==> config.mk <==
export PLATFORM = sky130hd
export DESIGN_NAME = cmdq_fill_tracker
export DESIGN_NICKNAME = d
export VERILOG_FILES = /design/src/rtl/cmdtrk_pkg.sv /design/src/rtl/cmdtrk_window.sv /design/src/rtl/cmdtrk_gapfsm.sv /design/src/rtl/cmdtrk_depth.sv /design/src/rtl/cmdq_fill_tracker.sv
export SDC_FILE = /design/constraint.sdc
export NUM_CORES = 1
export LEC_CHECK = 0
export BUFFER_PORTS_ARGS = -buffer_cell sky130_fd_sc_hd__buf_2
export CELL_PAD_IN_SITES_DETAIL_PLACEMENT = 1
export CELL_PAD_IN_SITES_GLOBAL_PLACEMENT = 2
export CORE_UTILIZATION = 42
export DETAILED_ROUTE_END_ITERATION = 8
export PLACE_DENSITY_LB_ADDON = 0.3
export SYNTH_ARGS = -nofsm -noshare
export SYNTH_HDL_FRONTEND = slang
export SYNTH_SLANG_ARGS = --single-unit
==> constraint.sdc <==
create_clock -name clk -period 13.6 [get_ports clk]
set_input_delay 2.04 -clock clk [delete_from_list [all_inputs] [get_ports clk]]
set_output_delay 2.04 -clock clk [all_outputs]
set_load 0.02 [all_outputs]
==> src/rtl/cmdtrk_pkg.sv <==
package cmdtrk_pkg;

    typedef enum logic [1:0] {
        TRK_OFF    = 2'd0,
        TRK_LINEAR = 2'd1,
        TRK_GAPPED = 2'd2
    } trk_state_e;

    localparam logic CFG_SEL_BASE = 1'b0;
    localparam logic CFG_SEL_CTRL = 1'b1;

endpackage

==> src/rtl/cmdtrk_window.sv <==
// Configuration registers and window decode: turns a snooped byte address
// into an in-window flag and a one-based word position.
module cmdtrk_window #(
    parameter int ADDR_W     = 32,
    parameter int BASE_W     = 12,
    parameter int SIZE_W     = 8,
    parameter int PAGE_SHIFT = 12,
    parameter int CFG_W      = 12,
    parameter int POS_W      = 19
) (
    input  logic              clk,
    input  logic              rst_n,
    input  logic              cfg_we,
    input  logic              cfg_sel,
    input  logic [CFG_W-1:0]  cfg_wdata,
    input  logic [ADDR_W-1:0] snoop_addr,
    output logic              trk_en,
    output logic              in_win,
    output logic [POS_W-1:0]  word_pos
);
    import cmdtrk_pkg::*;

    localparam int XW = ADDR_W + 1;

    logic [BASE_W-1:0] base_q;
    logic [SIZE_W-1:0] size_q;
    logic              en_q;

    logic [XW-1:0] base_addr;
    logic [XW-1:0] end_addr;
    logic [XW-1:0] addr_x;

    always_ff @(posedge clk or negedge rst_n) begin
        if (!rst_n) begin
            base_q <= '0;
            size_q <= '0;
            en_q   <= 1'b0;
        end else if (cfg_we) begin
            if (cfg_sel == CFG_SEL_BASE) begin
                base_q <= cfg_wdata[BASE_W-1:0];
            end else begin
                size_q <= cfg_wdata[SIZE_W-1:0];
                en_q   <= cfg_wdata[SIZE_W];
            end
        end
    end

    always_comb begin
        base_addr = XW'(base_q) << PAGE_SHIFT;
        end_addr  = base_addr + ((XW'(size_q) + XW'(1)) << PAGE_SHIFT);
        addr_x    = {1'b0, snoop_addr};
        in_win    = (addr_x >= base_addr) && (addr_x < end_addr);
        word_pos  = POS_W'((addr_x - base_addr) >> 2) + POS_W'(1);
    end

    assign trk_en = en_q;

endmodule

==> src/rtl/cmdtrk_gapfsm.sv <==
// Mark and hole tracking state machine. Positions are one-based word
// indices; position 0 stands for "just below the base word".
module cmdtrk_gapfsm #(
    parameter int POS_W = 19
) (
    input  logic                    clk,
    input  logic                    rst_n,
    input  logic                    clear,
    input  logic                    en,
    input  logic                    hit,
    input  logic [POS_W-1:0]        pos,
    output cmdtrk_pkg::trk_state_e  state,
    output logic                    rel_valid,
    output logic [POS_W-1:0]        rel_cnt,
    output logic [POS_W-1:0]        holes,
    output logic                    order_err
);
    import cmdtrk_pkg::*;

    trk_state_e       state_q, state_d;
    logic [POS_W-1:0] low_q, low_d;
    logic [POS_W-1:0] high_q, high_d;
    logic [POS_W-1:0] holes_q, holes_d;
    logic             err_q, err_set;

    logic is_first, is_next, is_far, in_gap, is_below;

    always_comb begin
        is_first = (pos == POS_W'(1));
        is_next  = (pos == high_q + POS_W'(1));
        is_far   = (pos >  high_q + POS_W'(1));
        in_gap   = (pos >  low_q) && (pos < high_q);
        is_below = (pos <  low_q);
    end

    // State register
    always_ff @(posedge clk or negedge rst_n) begin
        if (!rst_n) state_q <= TRK_OFF;
        else        state_q <= state_d;
    end

    // Transitions: arm, open-gap, close-gap, drop
    always_comb begin
        state_d = state_q;
        if (clear) begin
            state_d = TRK_OFF;
        end else begin
            unique case (state_q)
                TRK_OFF:    if (en) state_d = TRK_LINEAR;
                TRK_LINEAR: if (hit && !is_first && is_far) state_d = TRK_GAPPED;
                TRK_GAPPED: if (hit && in_gap && holes_q == POS_W'(1)) state_d = TRK_LINEAR;
                default:    state_d = TRK_OFF;
            endcase
        end
    end

    // Outputs and mark updates
    always_comb begin
        low_d     = low_q;
        high_d    = high_q;
        holes_d   = holes_q;
        rel_valid = 1'b0;
        rel_cnt   = '0;
        err_set   = 1'b0;
        if (clear) begin
            low_d   = '0;
            high_d  = '0;
            holes_d = '0;
        end else begin
            unique case (state_q)
                TRK_OFF: begin
                end
                TRK_LINEAR: begin
                    if (hit) begin
                        if (is_first || is_next) begin
                            low_d     = pos;
                            high_d    = pos;
                            rel_valid = 1'b1;
                            rel_cnt   = POS_W'(1);
                        end else if (is_far) begin
                            high_d  = pos;
                            holes_d = pos - low_q - POS_W'(1);
                        end
                    end
                end
                TRK_GAPPED: begin
                    if (hit) begin
                        if (in_gap) begin
                            holes_d = holes_q - POS_W'(1);
                            if (holes_q == POS_W'(1)) begin
                                rel_valid = 1'b1;
                                rel_cnt   = high_q - low_q;
                                low_d     = high_q;
                            end
                        end else if (is_below) begin
                            err_set = 1'b1;
                        end
                    end
                end
                default: begin
                end
            endcase
        end
    end

    always_ff @(posedge clk or negedge rst_n) begin
        if (!rst_n) begin
            low_q   <= '0;
            high_q  <= '0;
            holes_q <= '0;
            err_q   <= 1'b0;
        end else begin
            low_q   <= low_d;
            high_q  <= high_d;
            holes_q <= holes_d;
            err_q   <= clear ? 1'b0 : (err_q | err_set);
        end
    end

    assign state     = state_q;
    assign holes     = holes_q;
    assign order_err = err_q;

endmodule

==> src/rtl/cmdtrk_depth.sv <==
// Released-word and consumed-word counters; depth is their difference.
module cmdtrk_depth #(
    parameter int DEPTH_W = 32,
    parameter int POS_W   = 19
) (
    input  logic               clk,
    input  logic               rst_n,
    input  logic               clear,
    input  logic               rel_valid,
    input  logic [POS_W-1:0]   rel_cnt,
    input  logic               pop,
    output logic [DEPTH_W-1:0] depth
);
    logic [DEPTH_W-1:0] wcnt_q;
    logic [DEPTH_W-1:0] rcnt_q;
    logic               avail;

    assign avail = (wcnt_q != rcnt_q);

    always_ff @(posedge clk or negedge rst_n) begin
        if (!rst_n) begin
            wcnt_q <= '0;
            rcnt_q <= '0;
        end else if (clear) begin
            wcnt_q <= '0;
            rcnt_q <= '0;
        end else begin
            if (rel_valid)    wcnt_q <= wcnt_q + DEPTH_W'(rel_cnt);
            if (pop && avail) rcnt_q <= rcnt_q + DEPTH_W'(1);
        end
    end

    assign depth = wcnt_q - rcnt_q;

endmodule

==> src/rtl/cmdq_fill_tracker.sv <==
module cmdq_fill_tracker #(
    parameter int ADDR_W     = 32,
    parameter int BASE_W     = 12,
    parameter int SIZE_W     = 8,
    parameter int PAGE_SHIFT = 12,
    parameter int DEPTH_W    = 32,
    parameter int CFG_W      = (BASE_W > SIZE_W + 1) ? BASE_W : SIZE_W + 1
) (
    input  logic               clk,
    input  logic               rst_n,
    input  logic               cfg_we,
    input  logic               cfg_sel,
    input  logic [CFG_W-1:0]   cfg_wdata,
    input  logic               snoop_valid,
    input  logic [ADDR_W-1:0]  snoop_addr,
    input  logic               pop,
    output logic [DEPTH_W-1:0] fifo_depth,
    output logic               order_err
);
    import cmdtrk_pkg::*;

    localparam int POS_W = SIZE_W + PAGE_SHIFT - 2 + 1;

    logic             trk_en;
    logic             in_win;
    logic             hit;
    logic [POS_W-1:0] word_pos;
    logic             rel_valid;
    logic [POS_W-1:0] rel_cnt;
    logic [POS_W-1:0] trk_holes;
    trk_state_e       trk_state;

    cmdtrk_window #(
        .ADDR_W(ADDR_W), .BASE_W(BASE_W), .SIZE_W(SIZE_W),
        .PAGE_SHIFT(PAGE_SHIFT), .CFG_W(CFG_W), .POS_W(POS_W)
    ) win_i (
        .clk(clk), .rst_n(rst_n), .cfg_we(cfg_we), .cfg_sel(cfg_sel),
        .cfg_wdata(cfg_wdata), .snoop_addr(snoop_addr),
        .trk_en(trk_en), .in_win(in_win), .word_pos(word_pos)
    );

    assign hit = snoop_valid && in_win;

    cmdtrk_gapfsm #(.POS_W(POS_W)) fsm_i (
        .clk(clk), .rst_n(rst_n), .clear(cfg_we), .en(trk_en),
        .hit(hit), .pos(word_pos), .state(trk_state),
        .rel_valid(rel_valid), .rel_cnt(rel_cnt),
        .holes(trk_holes), .order_err(order_err)
    );

    cmdtrk_depth #(.DEPTH_W(DEPTH_W), .POS_W(POS_W)) depth_i (
        .clk(clk), .rst_n(rst_n), .clear(cfg_we),
        .rel_valid(rel_valid), .rel_cnt(rel_cnt),
        .pop(pop), .depth(fifo_depth)
    );

endmodule

Word-level counts from Yosys, hierarchy flattened

Cells that the tools add are included.

Register bits: 145
Memories kept: 0
Logic and storage cells: 117
Bits in read-only memories: 0
Memory bits (writable): 0
Latch bits: 0
Output and inout port bits: 33
Bits of input ports: 50

Add/sub/neg operators: 12
Eq/ne operators: 16
Bitwise gates (word level): 2
$mul: 0
$lt $le $gt $ge: 6
Shift-type cells: 0
Div/mod/pow operators: 0
Reductions and logical operators: 23
Muxes and demuxes: 48

Operator list:

| cell                                                | number |
|---|---|
| two-way mux 19 bit                                  | 22 |
| two-way mux 32 bit                                  | 4 |
| one-hot mux 19 bit (2 select lines)                 | 3 |
| adder 19 x 1 -> 19 bit (second input constant)      | 2 |
| == test 19 x 1 -> 1 bit (second input constant)     | 2 |
| > comparator 19 bit                                 | 2 |
| less-than comparator 19 bit                         | 2 |
| subtractor 19 x 1 -> 19 bit (second input constant) | 2 |
| subtractor 19 bit                                   | 2 |
| less-than comparator 32 x 33 -> 1 bit               | 1 |
| adder 32 x 1 -> 32 bit (second input constant)      | 1 |
| adder 32 x 19 -> 32 bit                             | 1 |
| greater-or-equal comparator 32 x 24 -> 1 bit        | 1 |
| != test 32 bit                                      | 1 |
| subtractor 32 bit                                   | 1 |
| adder 24 x 21 -> 25 bit                             | 1 |
| != test 3 x 2 -> 1 bit (second input constant)      | 8 |
| subtractor 21 bit                                   | 1 |
| == test 19 bit                                      | 1 |
| two-way mux 1 bit                                   | 13 |
| AND reduction 6 bit                                 | 2 |
| adder 8 x 1 -> 9 bit (second input constant)        | 1 |
| logical AND 1 bit                                   | 8 |
| two-way mux 2 bit                                   | 4 |
| other kinds (14)                                    | 21 |

Longest topological paths before layout

Gate-level depths: netlist of the first run.

Word-level depth: 11
Gate-level depth with buffers: 34
Depth with buffers taken out: 33

Cells and area by module

A second synthesis of the first run with hierarchy kept.

Cell total of the unflattened synthesis: 1,847
Area, all modules: 14,829.2 µm²

Modules (own cells, without submodules):

| module            | sequential area each (µm²) | times used | cells each | area an instance (µm²) |
|---|---|---|---|---|
| cmdtrk_gapfsm     | 1,501.4                    | 1          | 803        | 6,434.9 |
| cmdtrk_depth      | 1,601.5                    | 1          | 759        | 5,967.0 |
| cmdtrk_window     | 525.5                      | 1          | 284        | 2,421.1 |
| cmdq_fill_tracker | 0.0                        | 1          | 1          | 6.3 |

Worst setup path after synthesis of the first run

No wires, ideal clock.

Path kind: input port to flip-flop
From: input snoop_addr[12]
To: register depth_i.wcnt_q[30]
Setup time: 128 ps
Buffers on the path: 2
Arrival time: 8,651 ps
Stages on the path: 32
Data required time: 13,472 ps
Path slack: 4,822 ps
Cells stage by stage: inv_1 -> ha_1 -> inv_1 -> fa_1 -> a21o_1 -> a21oi_1 -> xnor2_1 -> nand4_1 -> nor4_1 -> xnor2_1 -> inv_1 -> ha_1 -> and4_1 -> a221o_1 -> a21oi_1 -> nor4b_1 -> and2_1 -> nand3_1 -> clkbuf_1 -> nor2_1 -> fa_1 -> a211oi_1 -> o21a_1 -> o31ai_1 -> o41ai_1 -> a311oi_1 -> o21ai_0 -> nand2b_1 -> a21oi_1 -> clkbuf_1 -> nor4_1 -> mux2_1

Cells in the longest elaborated chain, start to end: 11
Elaborated cells on any way between the ends: 28
Those cells by class: add/sub (3); order compare (4); eq/ne (2); mux (14); reduce/logical (5)

RTL lines:

| element                                                 | line                                     | source |
|---|---|---|
| start: declaration                                      | cmdq_fill_tracker.sv:15                  | `input logic [ADDR_W-1:0] snoop_addr,` |
| subtractor 21 bit                                       | cmdtrk_window.sv:53                      | `word_pos = POS_W'((addr_x - base_addr) >> 2) + POS_W'(1);` |
| adder 19 x 1 -> 19 bit                                  | cmdtrk_window.sv:53                      |  |
| > comparator 19 bit, or another cell as far along       | cmdtrk_gapfsm.sv:32                      | `in_gap = (pos > low_q) && (pos < high_q);` |
| logical AND 1 bit or logical OR 1 bit (tied branches)   | cmdtrk_gapfsm.sv:32, cmdtrk_gapfsm.sv:75 |  |
| two-way mux 19 bit or two-way mux 1 bit (tied branches) | cmdtrk_gapfsm.sv:88, cmdtrk_gapfsm.sv:75 |  |
| two-way mux 19 bit, on equally long branches            | cmdtrk_gapfsm.sv:87, cmdtrk_gapfsm.sv:74 |  |
| one-hot mux 19 bit (2 select lines)                     | cmdtrk_gapfsm.sv:70                      | `unique case (state_q)` |
| two-way mux 19 bit                                      | cmdtrk_gapfsm.sv:65                      | `if (clear) begin` |
| adder 32 x 19 -> 32 bit                                 | cmdtrk_depth.sv:28                       | `if (rel_valid) wcnt_q <= wcnt_q + DEPTH_W'(rel_cnt);` |
| two-way mux 32 bit                                      | cmdtrk_depth.sv:28                       |  |
| two-way mux 32 bit                                      | cmdtrk_depth.sv:24                       | `end else if (clear) begin` |
| end signal: assignment                                  | cmdtrk_depth.sv:28                       |  |
| end: declaration                                        | cmdtrk_depth.sv:14                       | `logic [DEPTH_W-1:0] wcnt_q;` |

Parallel ways exist; a longest one is shown, timed or not. The select of a mux whose other input is x is not followed.
A chain may end at the register's enable or synchronous reset.

Worst setup path in the final report of the first run

Same ends and word-level chain as after synthesis.

==> impl_metrics.ini, run 1 <==
[route]
routed-wl-met2_um = 21240
routed_wl_um = 43840
vias_per_cell = 5.775
detail-route-antenna-nets = 0
maxUsedRoutingLayer = met4
firstDrtPassIters = 5
drt-wirelength-per-cell_um = 19.43
wl_met1_um = 20240
wl_met3_um = 1367
drt_iter0_drc = 642
vias = 13029
drc = 0

[global_routing]
antenna_found_initial = 4
grt_max_degree = 84
grt-ovfl-total = 0
grt_pass1_vias = 13571
grt_use_total_pct = 26.32
grt_pass1_wl_um = 71240

[clocking]
ctsHoldBuffers = 0
numClockSinks = 145
post_cts_buffers = 0
cts_resized = 0
cts_tree = built
clk_pin_slew_ns = 0.08
clock_path_buffers = 2
worstSkewPairLatency_ns = 0.45
numCtsBuffers = 17
cts_root_buffer = clkbuf_16
cts.htree.levels = 4

[sta]
layout_setup_ws_ns = 3.280
fin_skew_ns = 0.01730
finalCritPeriodShare_pct = 75.88
holdWs_ns = 0.4778
finalHoldViolCount = 0
worstMarginPinSlew_ns = 1.078
slew_headroom_pct = 27.92
setup_violations = 0
timing.fmax_ghz = 0.09690
slew_violations = 0
setup_tns_ns = 0
rsz0062_at_grt = no
period_minus_slack_ns = 10.32

[synthesis]
synth_ff_type = dfrtp_1
synth_cell_types = 80
netlist_area_um2 = 14240
ys_ff_latch = 145
ys_seq_area_share_pct = 25.49
synth-edff-count = 0
ys_async_sr_fraction_pct = 100.0
synth.avg_cell_area_um2 = 8.248
synthCells = 1726
yosys_warnings = 0
syn_nets = 1956

[worst_setup_path]
r2r_cells = 29
critPathMaxFanout = 17
cp_slowest_cell = o41ai_1
startpoint_type = input port
max_stage_delay_ns = 0.70
cp.required_ns = 13.92
critPathKind = in2reg
end_kind = register
cp.arrival_ns = 10.64

[floorplanning]
std_cell_rows = 67
die_width_um = 186.1
die-height_um = 186.1
io_pins = 83
start_util_pct = 42.56
fp.coreArea_um2 = 33450
dieArea_um2 = 34640

[cells_and_area]
nets = 2022
stdcell_count = 2256
area_delta_synth_final_pct = 10.54
postLayoutCoreUtil_pct = 47.05
drive_above_1_share_pct = 9.086
mostFrequentLayoutCells = nor2_1, ha_1, dfrtp_1
fillers = 4124
layout_commonest_cell = nor2_1

[power]
powerDensity_nw_per_um2 = 135.1
p_leak_nw = 7.171
ir_drop_uv = 94.66

[placed_design]
placedCellCount = 2221
port_buffers = 82
gp_congestion = 0.8573
dp_slack_ns = 2.952
dp_hpwl_um = 34120

[job]
cap_violations = 0

[run_status]
status = finished clean

[worst_hold_path]
hold_depth = 2
worstHoldPathType = reg2reg
==> stage by stage <==
| stage | area, µm² | power [mW] |
|---|---|---|
| final | 15740 | 2.125 |
| after global routing | 15730 | 2.280 |
| after CTS | 15730 | 2.138 |
| after detailed placement | 15140 | 1.627 |
| after global placement | 15140 | 1.596 |
| after floorplan | 14240 | 1.301 |
==> critical path, delay by kind of cell <==
family                     cells  cell delay (ns)
AOI/OAI and AO/OA             11             3.19
xor gates and xnor gates       2             0.48
adders and majority gates      4             1.29
buffers and inverters          4             0.49
muxes                          1             0.35
and+or+nand+nor               10             2.82
==> state kept, by name, indices dropped and copies added (netlist names) <==
register / count
depth_i.rcnt_q: 32
depth_i.wcnt_q: 32
fsm_i.high_q: 19
fsm_i.holes: 19
fsm_i.low_q: 19
fsm_i.order_err: 1
fsm_i.state: 2
win_i.base_q: 12
win_i.size_q: 8
win_i.trk_en: 1
==> worst paths after layout <==
path | startpoint | endpoint | slack, ns
max | snoop_addr[12] | depth_i.wcnt_q[30]$_DFFE_PN0P_ | 3.28
min | fsm_i.low_q[1]$_DFFE_PN0P_ | fsm_i.low_q[1]$_DFFE_PN0P_ | 0.48
max reg2reg | win_i.base_q[1]$_DFFE_PN0P_ | depth_i.wcnt_q[30]$_DFFE_PN0P_ | 4.59
min reg2reg | fsm_i.low_q[1]$_DFFE_PN0P_ | fsm_i.low_q[1]$_DFFE_PN0P_ | 0.48
max in group asynchronous | rst_n | fsm_i.holes[9]$_DFFE_PN0P_ | 10.55
min in group asynchronous | rst_n | depth_i.rcnt_q[2]$_DFFE_PN0P_ | 1.66
==> area by class of cell <==
type                       instances  area, µm²  area share [%]
antenna                            3      7.507         0.04771
clock buffer                      20      456.7           2.902
clock inverter                    12      132.6          0.8428
inverter                         120      450.4           2.862
multi-input combinational       1412       9976           63.39
sequential                       145       3628           23.06
tap                              448      560.5           3.562
timing repair buffer              96      524.3           3.331
==> cell usage after synthesis, types with 7 or more instances <==
library cell  count  share of area, %
buf_2             9              0.32
nand2b_1         22              0.97
o211ai_1         10              0.53
a21oi_1         104               3.7
or3_1            16              0.70
nor4_1           12              0.53
o21ai_0          85               3.0
nand2_1         119               3.1
a31oi_1          21              0.92
dfrtp_1         145                25
mux2i_1          30               2.1
nor2b_1          18              0.79
o31ai_1          23               1.2
nand3_1          59               2.1
xnor2_1         124               7.6
a211o_1          12              0.74
or4_1            12              0.63
ha_1            174                15
or2_2            10              0.44
and2_1           10              0.44
nand4_1          28               1.2
inv_1           119               3.1
and3_1           16              0.70
nor2_1          195               5.1
mux2_2           11              0.87
nor3_1           50               1.8
o31a_1            7              0.43
a211oi_1         21               1.1
and4_1           10              0.62
o21a_1           28               1.5
a21o_1           40               2.1
xor2_1           36               2.2
o21bai_1         14              0.74
clkbuf_1         36              0.95
==> cells by family after synthesis <==
group,count (synthesis),share of synthesized area [%]
mux,43,3.138
simple gates,601,20.63
fa+ha+maj,180,16.14
xor+xnor,162,10.16
buf+inv,169,4.544
flops,145,25.49
compound gates,426,19.91
==> metal layers <==
| metal | up-vias | global-route usage [%] |
|---|---|---|
| met2 | 198 | 45.94 |
| met3 | 58 | 3.991 |
| met1 | 6429 | 32.89 |
| li1 | 6344 | - |
| met4 | 0 | 9.049 |
| met5 | - | 0 |
==> where the power goes <==
part           switching [mW]  leakage, nW  internal (mW)
Sequential             0.0489         1.95          0.489
Clock                   0.215        0.282          0.280
Combinational           0.668         4.94          0.424
Total                   0.931         7.17           1.19
Note: power is estimated with default switching activity, not from simulation.
==> run 2, diff against run 1 <==
--- a/config.mk
+++ b/config.mk
@@ -8,7 +8,7 @@
 export BUFFER_PORTS_ARGS = -buffer_cell sky130_fd_sc_hd__buf_2
 export CELL_PAD_IN_SITES_DETAIL_PLACEMENT = 1
 export CELL_PAD_IN_SITES_GLOBAL_PLACEMENT = 2
-export CORE_UTILIZATION = 42
+export CORE_UTILIZATION = 35
 export DETAILED_ROUTE_END_ITERATION = 8
 export PLACE_DENSITY_LB_ADDON = 0.3
 export SYNTH_ARGS = -nofsm -noshare
==> constraint.sdc (replaced) <==
create_clock -name clk -period 8.3 [get_ports clk]
set_input_delay 1.245 -clock clk [delete_from_list [all_inputs] [get_ports clk]]
set_output_delay 1.245 -clock clk [all_outputs]
set_load 0.02 [all_outputs]
==> impl_metrics.ini, run 2 (synthesis results as in run 1) <==
[run_status]
status = finished clean

[clocking]
numClockSinks = 145
cts.htree.levels = 4
worstSkewPairLatency_ns = 0.46
numCtsBuffers = 17
post_cts_buffers = 0
cts_tree = built
cts_root_buffer = clkbuf_16
ctsHoldBuffers = 0
clock_path_buffers = 2
cts_resized = 0
clk_pin_slew_ns = 0.06

[route]
vias = 12896
maxUsedRoutingLayer = met4
routed_wl_um = 44740
wl_met3_um = 809
wl_met1_um = 20410
drt-wirelength-per-cell_um = 18.92
routed-wl-met2_um = 22110
firstDrtPassIters = 5
drc = 0
drt_iter0_drc = 572
detail-route-antenna-nets = 0
vias_per_cell = 5.453

[worst_setup_path]
worst-path-buf-inv = 8
cp.required_ns = 8.65
crit_top_cell = buf_4
cp.arrival_ns = 8.11
critPathKind = in2reg
startpoint_type = input port
cp_slowest_cell = fa_1
critPathMaxFanout = 10
max_stage_delay_ns = 0.43
critPathTopFamily = compound AO/OA/AOI/OAI gates
end_kind = register

[sta]
setup_violations = 0
finalCritPeriodShare_pct = 93.49
rsz0062_at_grt = no
fin_skew_ns = 0.01129
layout_setup_ws_ns = 0.5402
slew_violations = 0
finalHoldViolCount = 0
timing.fmax_ghz = 0.1289
period_minus_slack_ns = 7.760
setup_tns_ns = 0
holdWs_ns = 0.4763
worstMarginPinSlew_ns = 1.110
slew_headroom_pct = 25.74

[cells_and_area]
mostFrequentLayoutCells = nor2_1, ha_1, dfrtp_1
antennaDiodeCount = 0
layout_commonest_cell = nor2_1
postLayoutCoreUtil_pct = 40.46
design_area_um2 = 16150
area_delta_synth_final_pct = 13.43
nets = 2057
largest_registers = depth_i.rcnt_q: 32 flops, depth_i.wcnt_q: 32 flops
stdcell_count = 2365
drive_above_1_share_pct = 11.14

[power]
fin_total_pwr_mw = 3.548
powerDensity_nw_per_um2 = 219.7
ir_drop_uv = 190.6
p_leak_nw = 7.348

[floorplanning]
die-height_um = 203.7
start_util_pct = 35.67
std_cell_rows = 73
dieArea_um2 = 41490
fp.coreArea_um2 = 39910
io_pins = 83
die_width_um = 203.7

[global_routing]
grt_pass1_wl_um = 72710
grt_use_total_pct = 22.25
grt_max_degree = 90
grt_pass1_vias = 13502
grt-ovfl-total = 0
antenna_found_initial = 0

[placed_design]
dpl-instance-area_um2 = 15490
dp_slack_ns = -0.1670
placedCellCount = 2333
dp_hpwl_um = 35620
gp_congestion = 0.8850
port_buffers = 82

[worst_hold_path]
worstHoldPathType = reg2reg

[job]
cap_violations = 0
run 2: cell count changes in the layout (fill, tap and decap cells not counted), sizes merged:
cell	before	now
clkbuf	20	21
diode	3	0
inv	120	121
bufinv	2	3
clkinvlp	3	6
clkinv	7	1
buf	96	131
run 2: layout make-up:
type | count | area (µm²)
inverters | 120 | 450.4
well taps | 525 | 656.9
clock buffers | 21 | 470.5
fillers | 4778 | 23770
flip-flops and latches | 145 | 3628
repair buffers | 131 | 787.0
clock inverters | 11 | 152.6
multi-input cells | 1412 | 10000
run 2: metal layers:
metal / track usage [%] / up-vias
met5: 0 / -
met4: 8.593 / 0
met3: 2.733 / 50
met2: 38.91 / 130
met1: 27.70 / 6316
li1: - / 6400
run 2: worst paths after layout:
| path | startpoint | end | slack, ns | depth (start not counted) |
|---|---|---|---|---|
| max | snoop_addr[12] | depth_i.wcnt_q[20]$_DFFE_PN0P_ | 0.54 | 36 |
| min | fsm_i.low_q[11]$_DFFE_PN0P_ | fsm_i.low_q[11]$_DFFE_PN0P_ | 0.48 | 1 |
| max reg2reg | win_i.size_q[0]$_DFFE_PN0P_ | depth_i.wcnt_q[25]$_DFFE_PN0P_ | 0.86 | 34 |
| min reg2reg | fsm_i.low_q[11]$_DFFE_PN0P_ | fsm_i.low_q[11]$_DFFE_PN0P_ | 0.48 | 1 |
| max in group asynchronous | rst_n | fsm_i.low_q[3]$_DFFE_PN0P_ | 6.05 | 2 |
| min in group asynchronous | rst_n | depth_i.wcnt_q[3]$_DFFE_PN0P_ | 0.86 | 1 |
run 2: where the power goes:
| group | internal, mW | leakage [nW] | switching, mW |
|---|---|---|---|
| logic | 0.745 | 5.11 | 1.08 |
| clock network | 0.498 | 0.285 | 0.339 |
| registers | 0.802 | 1.95 | 0.0796 |
| total | 2.04 | 7.35 | 1.50 |
run 2: worst reg2reg max path, delay by kind of cell, from the launching register on:
family,cells,cell delay (ns)
flops,1,0.43
compound gates,17,3.32
simple gates,9,1.58
buf+inv,3,0.64
fa+ha+maj,4,1.24
xor+xnor,1,0.13
==> run 3, diff against run 2 <==
--- a/config.mk
+++ b/config.mk
@@ -11,6 +11,7 @@
 export CORE_UTILIZATION = 35
 export DETAILED_ROUTE_END_ITERATION = 8
 export PLACE_DENSITY_LB_ADDON = 0.3
+export REMOVE_ABC_BUFFERS = 1
 export SYNTH_ARGS = -nofsm -noshare
 export SYNTH_HDL_FRONTEND = slang
 export SYNTH_SLANG_ARGS = --single-unit
==> impl_metrics.ini, run 3 (synthesis results as in run 1) <==
[clocking]
worstSkewPairLatency_ns = 0.45
clock_path_buffers = 2
numClockSinks = 145
numCtsBuffers = 17
ctsHoldBuffers = 0
cts_root_buffer = clkbuf_16
cts_tree = built
clk_pin_slew_ns = 0.06
cts.htree.levels = 4

[worst_setup_path]
critPathMaxFanout = 10
max_stage_delay_ns = 0.40
timing.rr.start = win_i.size_q[0]$_DFFE_PN0P_
startpoint_type = input port
cp.arrival_ns = 8.15
startpoint = snoop_addr[14]
cp.required_ns = 8.66
crit_top_cell = buf_4
cp_slowest_cell = or4_1
critPathKind = in2reg
end_kind = register

[global_routing]
grt_pass1_vias = 13546
grt_max_degree = 55
grt_pass1_wl_um = 71160
grt-ovfl-total = 0
antenna_found_initial = 1
grt_use_total_pct = 21.62

[power]
p_clk_share_pct = 24.2
swShare_pct = 41.27
switchingPower_mw = 1.477
powerDensity_nw_per_um2 = 220.9
combPwrFrac_pct = 51.1
p_leak_nw = 7.392
fin_total_pwr_mw = 3.578
ir_drop_uv = 183.0
seqPwrFrac_pct = 24.7
p_int_mw = 2.101

[route]
drt-wirelength-per-cell_um = 18.21
detail-route-antenna-nets = 0
routed_wl_um = 43110
firstDrtPassIters = 4
drt_iter0_drc = 519
drc = 0
vias_per_cell = 5.403
vias = 12790

[cells_and_area]
mostFrequentLayoutCells = nor2_1, ha_1, dfrtp_1
layout_commonest_cell = nor2_1
design_area_um2 = 16200
antennaDiodeCount = 0
largest_registers = depth_i.rcnt_q: 32 flops, depth_i.wcnt_q: 32 flops
area_delta_synth_final_pct = 13.76
nets = 2059
drive_above_1_share_pct = 11.29

[worst_hold_path]
hold_start = fsm_i.low_q[1]$_DFFE_PN0P_
worstHoldPathType = reg2reg

[sta]
worstMarginPinSlew_ns = 1.047
setup_violations = 0
slew_headroom_pct = 30.00
holdWs_ns = 0.4727
finalHoldViolCount = 0
finalCritPeriodShare_pct = 93.81
slew_violations = 0
layout_setup_ws_ns = 0.5136
period_minus_slack_ns = 7.786
timing.fmax_ghz = 0.1284
rsz0062_at_grt = no
fin_skew_ns = 0.01513

[floorplanning]
die-height_um = 203.7
die_width_um = 203.7
fp.coreArea_um2 = 39910
io_pins = 83
dieArea_um2 = 41490
std_cell_rows = 73
start_util_pct = 35.67

[placed_design]
port_buffers = 82
dp_slack_ns = -0.4184
dp_hpwl_um = 34560
dpl-instance-area_um2 = 15500
gp_congestion = 0.8505

[job]
cap_violations = 0

[run_status]
status = finished clean
==> run 3: cell types whose count changed in the layout (fill, tap and decap cells not counted), moves of 2 or more <==
cell | before | now
buf_4 | 50 | 52
bufinv_16 | 3 | 5
clkbuf_1 | 1 | 3
clkinv_2 | 0 | 3
clkinvlp_4 | 6 | 1
inv_6 | 2 | 0
==> run 3: final timing paths <==
path	endpoint	slack, ns	depth (start not counted)
worst max-delay path	depth_i.wcnt_q[24]$_DFFE_PN0P_	0.51	32
worst min-delay path	fsm_i.low_q[1]$_DFFE_PN0P_	0.47	2
worst max register to register	depth_i.wcnt_q[24]$_DFFE_PN0P_	0.95	35
worst min register to register	fsm_i.low_q[1]$_DFFE_PN0P_	0.47	2
max in group asynchronous	win_i.size_q[7]$_DFFE_PN0P_	5.84	3
min in group asynchronous	depth_i.rcnt_q[1]$_DFFE_PN0P_	0.78	1
==> run 3: cell type report <==
class / instances / area [µm²]
clock inverter: 10 / 181.4
tap: 525 / 656.9
inverter: 120 / 450.4
fill: 4774 / 23720
multi-input combinational: 1412 / 10010
sequential: 145 / 3628
timing repair buffer: 133 / 802.0
clock buffer: 22 / 464.2
==> run 3: worst max-delay path: cells and delay by family <==
kind	cells	cell delay [ns]
adders and majority gates	4	1.00
and+or+nand+nor	9	2.24
AOI/OAI and AO/OA	13	2.67
buffers and inverters	5	0.78
xor gates and xnor gates	1	0.22
==> run 3: power groups by stage <==
stage                     Combinational, mW  Sequential (mW)  Clock [mW]
after floorplan                        1.24            0.869           0
after global placement                 1.79            0.889           0
after detailed placement               1.83            0.895           0
after CTS                              1.84            0.882       0.893
after global routing                   2.05            0.898       0.918
final                                  1.83            0.883       0.865
==> run 3: per-layer routing <==
layer	wire, µm	global-route usage [%]	vias up
li1	-	-	6399
met5	0	0	-
met3	891	2.685	63
met2	20860	37.66	170
met4	1432	8.566	0
met1	19930	26.93	6158
==> run 3: timing repair <==
action / in CTS / in global routing
resized for setup: 0 / 10
endpoints found under the setup margin: 0 / 15
setup buffers: 0 / 0
==> run 3: stage by stage <==
step / cells / utilization (%) / setup TNS, ns
after global placement: 2335 / 38.85 / -0.09470
after CTS: 2367 / 40.46 / 0
after floorplan: 1677 / - / 0
after global routing: 2367 / 40.58 / 0
final: 2367 / 40.58 / 0
after detailed placement: 2335 / 38.85 / -3.954
